$ cat config.mk
export PLATFORM = sky130hd
export DESIGN_NAME = sample_period_seq
export DESIGN_NICKNAME = d
export VERILOG_FILES = /design/src/rtl/sps_pkg.sv /design/src/rtl/period_timer.sv /design/src/rtl/sample_history.sv /design/src/rtl/sequencer_fsm.sv /design/src/rtl/sample_period_seq.sv
export SDC_FILE = /design/constraint.sdc
export NUM_CORES = 1
export LEC_CHECK = 0
export CAP_MARGIN = 10
export CORE_MARGIN = 1
export CORE_UTILIZATION = 40
export CTS_BUF_LIST = sky130_fd_sc_hd__clkbuf_8
export DETAILED_ROUTE_END_ITERATION = 16
export SYNTH_ARGS = -nofsm -noshare
export SYNTH_HDL_FRONTEND = slang
export SYNTH_SLANG_ARGS = --single-unit
$ cat constraint.sdc
create_clock -name clk_i -period 3.6 [get_ports clk_i]
set_input_delay 0.72 -clock clk_i [delete_from_list [all_inputs] [get_ports clk_i]]
set_output_delay 0.72 -clock clk_i [all_outputs]
set_load 0.05 [all_outputs]
$ cat src/rtl/sps_pkg.sv
package sps_pkg;

  typedef enum logic [2:0] {
    ST_IDLE_WAIT = 3'd0,
    ST_OUTPUT    = 3'd1,
    ST_STORE     = 3'd2,
    ST_START_ADC = 3'd3,
    ST_RUN_FIR   = 3'd4,
    ST_WAIT_DONE = 3'd5
  } seq_state_e;

  // Step order of one sample period; WAIT_DONE leaves only on engine done.
  function automatic seq_state_e seq_next(seq_state_e s, logic go, logic done);
    case (s)
      ST_IDLE_WAIT: return go ? ST_OUTPUT : ST_IDLE_WAIT;
      ST_OUTPUT:    return ST_STORE;
      ST_STORE:     return ST_START_ADC;
      ST_START_ADC: return ST_RUN_FIR;
      ST_RUN_FIR:   return ST_WAIT_DONE;
      ST_WAIT_DONE: return done ? ST_IDLE_WAIT : ST_WAIT_DONE;
      default:      return ST_IDLE_WAIT;
    endcase
  endfunction

endpackage

$ cat src/rtl/period_timer.sv
module period_timer #(
  parameter int CNT_W = 16
) (
  input  logic             clk_i,
  input  logic             rst_ni,
  input  logic [CNT_W-1:0] period_i,
  output logic             tick_o
);

  // Terminal count for a period; zero is treated as a period of one.
  function automatic logic [CNT_W-1:0] last_count(logic [CNT_W-1:0] p);
    return (p == '0) ? '0 : p - CNT_W'(1);
  endfunction

  logic [CNT_W-1:0] cnt_q;

  assign tick_o = (cnt_q >= last_count(period_i));

  always_ff @(posedge clk_i or negedge rst_ni) begin
    if (!rst_ni)     cnt_q <= '0;
    else if (tick_o) cnt_q <= '0;
    else             cnt_q <= cnt_q + CNT_W'(1);
  end

endmodule

$ cat src/rtl/sample_history.sv
module sample_history #(
  parameter int DW   = 12,
  parameter int TAPS = 16,
  localparam int IDX_W = $clog2(TAPS)
) (
  input  logic             clk_i,
  input  logic             rst_ni,
  input  logic             we_i,
  input  logic [DW-1:0]    wdata_i,
  input  logic [IDX_W-1:0] idx_i,
  output logic [DW-1:0]    rdata_o
);

  // Physical slot of the sample that is 'age' writes old.
  function automatic logic [IDX_W-1:0] slot_of(logic [IDX_W-1:0] wp, logic [IDX_W-1:0] age);
    return wp - IDX_W'(1) - age;
  endfunction

  logic [IDX_W-1:0] wptr_q;
  logic [DW-1:0]    mem_q [TAPS];

  always_ff @(posedge clk_i or negedge rst_ni) begin
    if (!rst_ni)   wptr_q <= '0;
    else if (we_i) wptr_q <= wptr_q + IDX_W'(1);
  end

  for (genvar t = 0; t < TAPS; t++) begin : g_slot
    always_ff @(posedge clk_i or negedge rst_ni) begin
      if (!rst_ni)                            mem_q[t] <= '0;
      else if (we_i && wptr_q == IDX_W'(t))   mem_q[t] <= wdata_i;
    end
  end

  assign rdata_o = mem_q[slot_of(wptr_q, idx_i)];

endmodule

$ cat src/rtl/sequencer_fsm.sv
module sequencer_fsm
  import sps_pkg::*;
(
  input  logic clk_i,
  input  logic rst_ni,
  input  logic tick_i,
  input  logic eng_done_i,
  output logic dac_strobe_o,
  output logic hist_we_o,
  output logic adc_start_o,
  output logic eng_start_o,
  output logic res_cap_o,
  output logic seq_go_o,
  output logic late_tick_o,
  output logic idle_o,
  output logic overrun_o
);

  seq_state_e state_q;
  logic       pend_q;
  logic       ovr_q;

  assign idle_o      = (state_q == ST_IDLE_WAIT);
  assign seq_go_o    = idle_o && (tick_i || pend_q);
  assign late_tick_o = tick_i && !idle_o;
  assign res_cap_o   = (state_q == ST_WAIT_DONE) && eng_done_i;

  assign dac_strobe_o = (state_q == ST_OUTPUT);
  assign hist_we_o    = (state_q == ST_STORE);
  assign adc_start_o  = (state_q == ST_START_ADC);
  assign eng_start_o  = (state_q == ST_RUN_FIR);
  assign overrun_o    = ovr_q;

  always_ff @(posedge clk_i or negedge rst_ni) begin
    if (!rst_ni) begin
      state_q <= ST_IDLE_WAIT;
      pend_q  <= 1'b0;
      ovr_q   <= 1'b0;
    end else begin
      state_q <= seq_next(state_q, seq_go_o, eng_done_i);
      if (late_tick_o) begin
        pend_q <= 1'b1;
        ovr_q  <= 1'b1;
      end else if (seq_go_o) begin
        pend_q <= 1'b0;
      end
    end
  end

endmodule

$ cat src/rtl/sample_period_seq.sv
module sample_period_seq #(
  parameter int CNT_W = 16,
  parameter int DW    = 12,
  parameter int RW    = 16,
  parameter int TAPS  = 16,
  localparam int IDX_W = $clog2(TAPS)
) (
  input  logic             clk_i,
  input  logic             rst_ni,
  input  logic [CNT_W-1:0] period_i,
  input  logic [DW-1:0]    adc_data_i,
  input  logic             adc_ready_i,
  output logic             adc_start_o,
  output logic [RW-1:0]    dac_data_o,
  output logic             dac_strobe_o,
  output logic             eng_start_o,
  input  logic             eng_done_i,
  input  logic [RW-1:0]    eng_result_i,
  input  logic [IDX_W-1:0] hist_idx_i,
  output logic [DW-1:0]    hist_data_o,
  output logic             overrun_o
);

  logic tick, seq_go, late_tick, hist_we, res_cap, idle;

  logic [DW-1:0] adc_cap_q;
  logic [RW-1:0] result_q;
  logic [RW-1:0] dac_q;

  period_timer #(.CNT_W(CNT_W)) u_timer (
    .clk_i    (clk_i),
    .rst_ni   (rst_ni),
    .period_i (period_i),
    .tick_o   (tick)
  );

  sequencer_fsm u_fsm (
    .clk_i        (clk_i),
    .rst_ni       (rst_ni),
    .tick_i       (tick),
    .eng_done_i   (eng_done_i),
    .dac_strobe_o (dac_strobe_o),
    .hist_we_o    (hist_we),
    .adc_start_o  (adc_start_o),
    .eng_start_o  (eng_start_o),
    .res_cap_o    (res_cap),
    .seq_go_o     (seq_go),
    .late_tick_o  (late_tick),
    .idle_o       (idle),
    .overrun_o    (overrun_o)
  );

  sample_history #(.DW(DW), .TAPS(TAPS)) u_hist (
    .clk_i   (clk_i),
    .rst_ni  (rst_ni),
    .we_i    (hist_we),
    .wdata_i (adc_cap_q),
    .idx_i   (hist_idx_i),
    .rdata_o (hist_data_o)
  );

  // Holds the latest finished conversion until the store step takes it.
  always_ff @(posedge clk_i or negedge rst_ni) begin
    if (!rst_ni)          adc_cap_q <= '0;
    else if (adc_ready_i) adc_cap_q <= adc_data_i;
  end

  // Result of this period waits here and leaves at the next sample instant.
  always_ff @(posedge clk_i or negedge rst_ni) begin
    if (!rst_ni) begin
      result_q <= '0;
      dac_q    <= '0;
    end else begin
      if (res_cap) result_q <= eng_result_i;
      if (seq_go)  dac_q    <= result_q;
    end
  end

  assign dac_data_o = dac_q;

endmodule

==> flow_summary.toml <==
[global_routing]
grt_max_degree = 108
first_global_vias = 8811
grt_first_pass_wirelength_um = 48440
grt_usage_pct = 18.72
grt_overflow = 0
antenna_found_initial = 0

[sta]
fin_crit_ps = 3811
whs_ps = 191.7
rsz0062_at_grt = "true"
finalSetupViolCount = 12
finalHoldViolCount = 0
min_period_over_period_pct = 105.9
worst_pin_slew_ps = 888.7
tns_ps = -1795
maxSlewViolCount = 0
max_freq_mhz = 262.4
slew_headroom_pct = 40.76
setup_ws_ps = -211.5
finClkSkew_ps = 28.69

[route]
viasPerCell = 5.336
vias = 8244
first_iter_violations = 341
drt_pass1_iterations = 4
routedWlPerCell_um = 19.25
detail-route-antenna-nets = 0
drc = 0
wl_um = 29750

[clock_tree]
cts.sinks = 261
clkTransAtPathRegs_ps = 60
clk_latency_ps = 570
cts_tree = "built"
clk_path_buf_depth = 3
cts-root-buf = "clkbuf_8"
cts_made_buffers = 46
htree_levels = 2

[finish]
seqCellArea_mm2 = 0.006533
final_cell_mix = "dfrtp_1, mux2_2, nand2_1"
num-nets-final = 1194
diodes = 0
fillers = 2754
drive_gt1_share_pct = 43.39
fin_area_mm2 = 0.01604
layout_commonest_cell = "dfrtp_1"
area_delta_synth_final_pct = 24.60
multiInputGateArea_mm2 = 0.006345

[placement]
dpl_cell_area_mm2 = 0.01486
io_buffers = 83
place_ws_ps = -466.3
gp_congestion = 0.7701
dpl.hpwl_um = 18980

[pwr]
power_mw = 14.24
p_leak_nw = 7.397
vdd_ir_drop_max_v = 0.0006584
p_per_area_mw_per_mm2 = 887.5

[status]
status = "finished with violations"
violations = "setup timing"

[worst_setup_path]
r2r_slack_ps = 1300
slowest_delay_ps = 670
worstPathCellList = "ha_4 -> fa_2 -> buf_6 -> buf_16 -> mux4_2 -> and2_4 -> a211oi_2 -> buf_4 -> a31oi_4 -> buf_6"
cp-start-kind = "flip-flop"
worstPathMaxFanout = 5
required_ps = 2880
path_delay_family = "adder cells"
path_class = "reg2out"
arrival_ps = 3090
crit_buf_inv = 4
end_kind = "output port"
path_common_cell = "buf_6"
crit_path_top_delay_cell = "fa_2"

[logic_synthesis]
syn-instance-count = 955
synthesis.area_mm2 = 0.01287
ys_seq_elements = 261
syn_area_per_cell_um2 = 13.48
synth_seq_area_share_pct = 50.74
synth.distinct_cells = 51
ys_warn_count = 0
syn-num-nets = 1034

[die]
fp.dieH_um = 181.4
num_rows = 65
core_mm2 = 0.03164
num_io_pins = 84
die-area_mm2 = 0.03290
die_x_um = 181.4
initial_core_util_pct = 40.69

[flow_run]
drv_cap = 0

[worst_hold_path]
hold_path_class = "in2async"
## sequential cells by signal (all words and copies together) (netlist names)
name / flops
u_hist.mem_q: 192
dac_data_o: 16
result_q: 16
u_timer.cnt_q: 16
adc_cap_q: 12
u_hist.wptr_q: 4
u_fsm.state_q: 3
u_fsm.overrun_o: 1
u_fsm.pend_q: 1
## final timing paths
path / from / endpoint / cells after the start
setup / recovery: u_hist.wptr_q[0] / hist_data_o[1] / 10
hold / removal: rst_ni / u_hist.mem_q[71] / 1
setup reg to reg: u_fsm.state_q[1] / u_hist.mem_q[152] / 5
hold reg to reg: u_hist.mem_q[166] / u_hist.mem_q[166] / 1
max in group asynchronous: rst_ni / u_hist.mem_q[115] / 2
min in group clk_i: u_hist.mem_q[166] / u_hist.mem_q[166] / 1
## Yosys cell counts, drive strengths merged
library cell	number	area, um2
dfrtp	261	6531
o211a	1	10.01
nor2b	2	12.51
nor2	30	112.6
buf	28	181.4
or4	2	15.01
fa	1	20.02
clkbuf	34	127.6
o21ai	20	100.1
a32oi	16	140.1
a21o	3	22.52
nor3b	3	45.05
xnor2	19	166.4
and2	14	87.58
and3	3	18.77
nand4	7	43.79
a21oi	8	40.04
ha	26	325.3
nor4	21	137.6
nand2b	19	118.9
mux4	48	1081
nor3	8	61.31
or3	4	30.03
inv	10	37.53
mux2	220	2628
and4	2	17.52
o311ai	1	26.28
o21bai	1	7.510
xor2	15	131.4
a22oi	1	7.510
nand3	7	40.04
nand2	92	355.3
a31oi	13	81.33
clkinv	1	3.750
a211oi	12	90.09
nand4b	1	8.760
o41ai	1	8.760
## timing repair
| item | in CTS | in global routing |
|---|---|---|
| hold endpoints to repair | 0 | 0 |
| pin swaps | 4 | 26 |
| setup endpoints to repair | 12 | 17 |
| resized for setup | 46 | 15 |
| hold buffers | 0 | 0 |
| setup buffers | 4 | 2 |
| gates cloned | 3 | 0 |
## cell families after synthesis
kind of cell,share of synthesized area [%]
compound gates,4.151
xor+xnor,2.313
fa+ha+maj,2.683
buf+inv,2.721
flops,50.74
mux,28.81
simple gates,8.583
## stage by stage
| step | util [%] | instances |
|---|---|---|
| 2_1_floorplan | - | 955 |
| 4_1_cts | 50.53 | 1544 |
| 3_3_place_gp | 46.98 | 1461 |
| 6_report | 50.70 | 1545 |
| 5_1_grt | 50.70 | 1545 |
| 3_5_place_dp | 46.98 | 1461 |
## power by group
group          total (mW)  switching, mW  internal (mW)
Sequential           4.62          0.669           3.95
Clock                2.59           1.18           1.41
Combinational        7.02           3.27           3.75
Total                14.2           5.12           9.12
## cell type report
class / count / area share, %
inverters: 11 / 0.2574
clock inverters: 19 / 0.5071
clock buffers: 57 / 4.891
multi-input cells: 621 / 39.56
repair buffers: 174 / 10.92
well taps: 402 / 3.136
flip-flops and latches: 261 / 40.73
## routing by layer
metal	vias up	wire length (um)	track usage (%)
met2	169	14560	31.91
li1	3800	-	-
met4	0	552	5.051
met5	-	0	0
met1	4229	13310	24.49
met3	46	1323	3.410
Power figures use the tool's default switching activity.
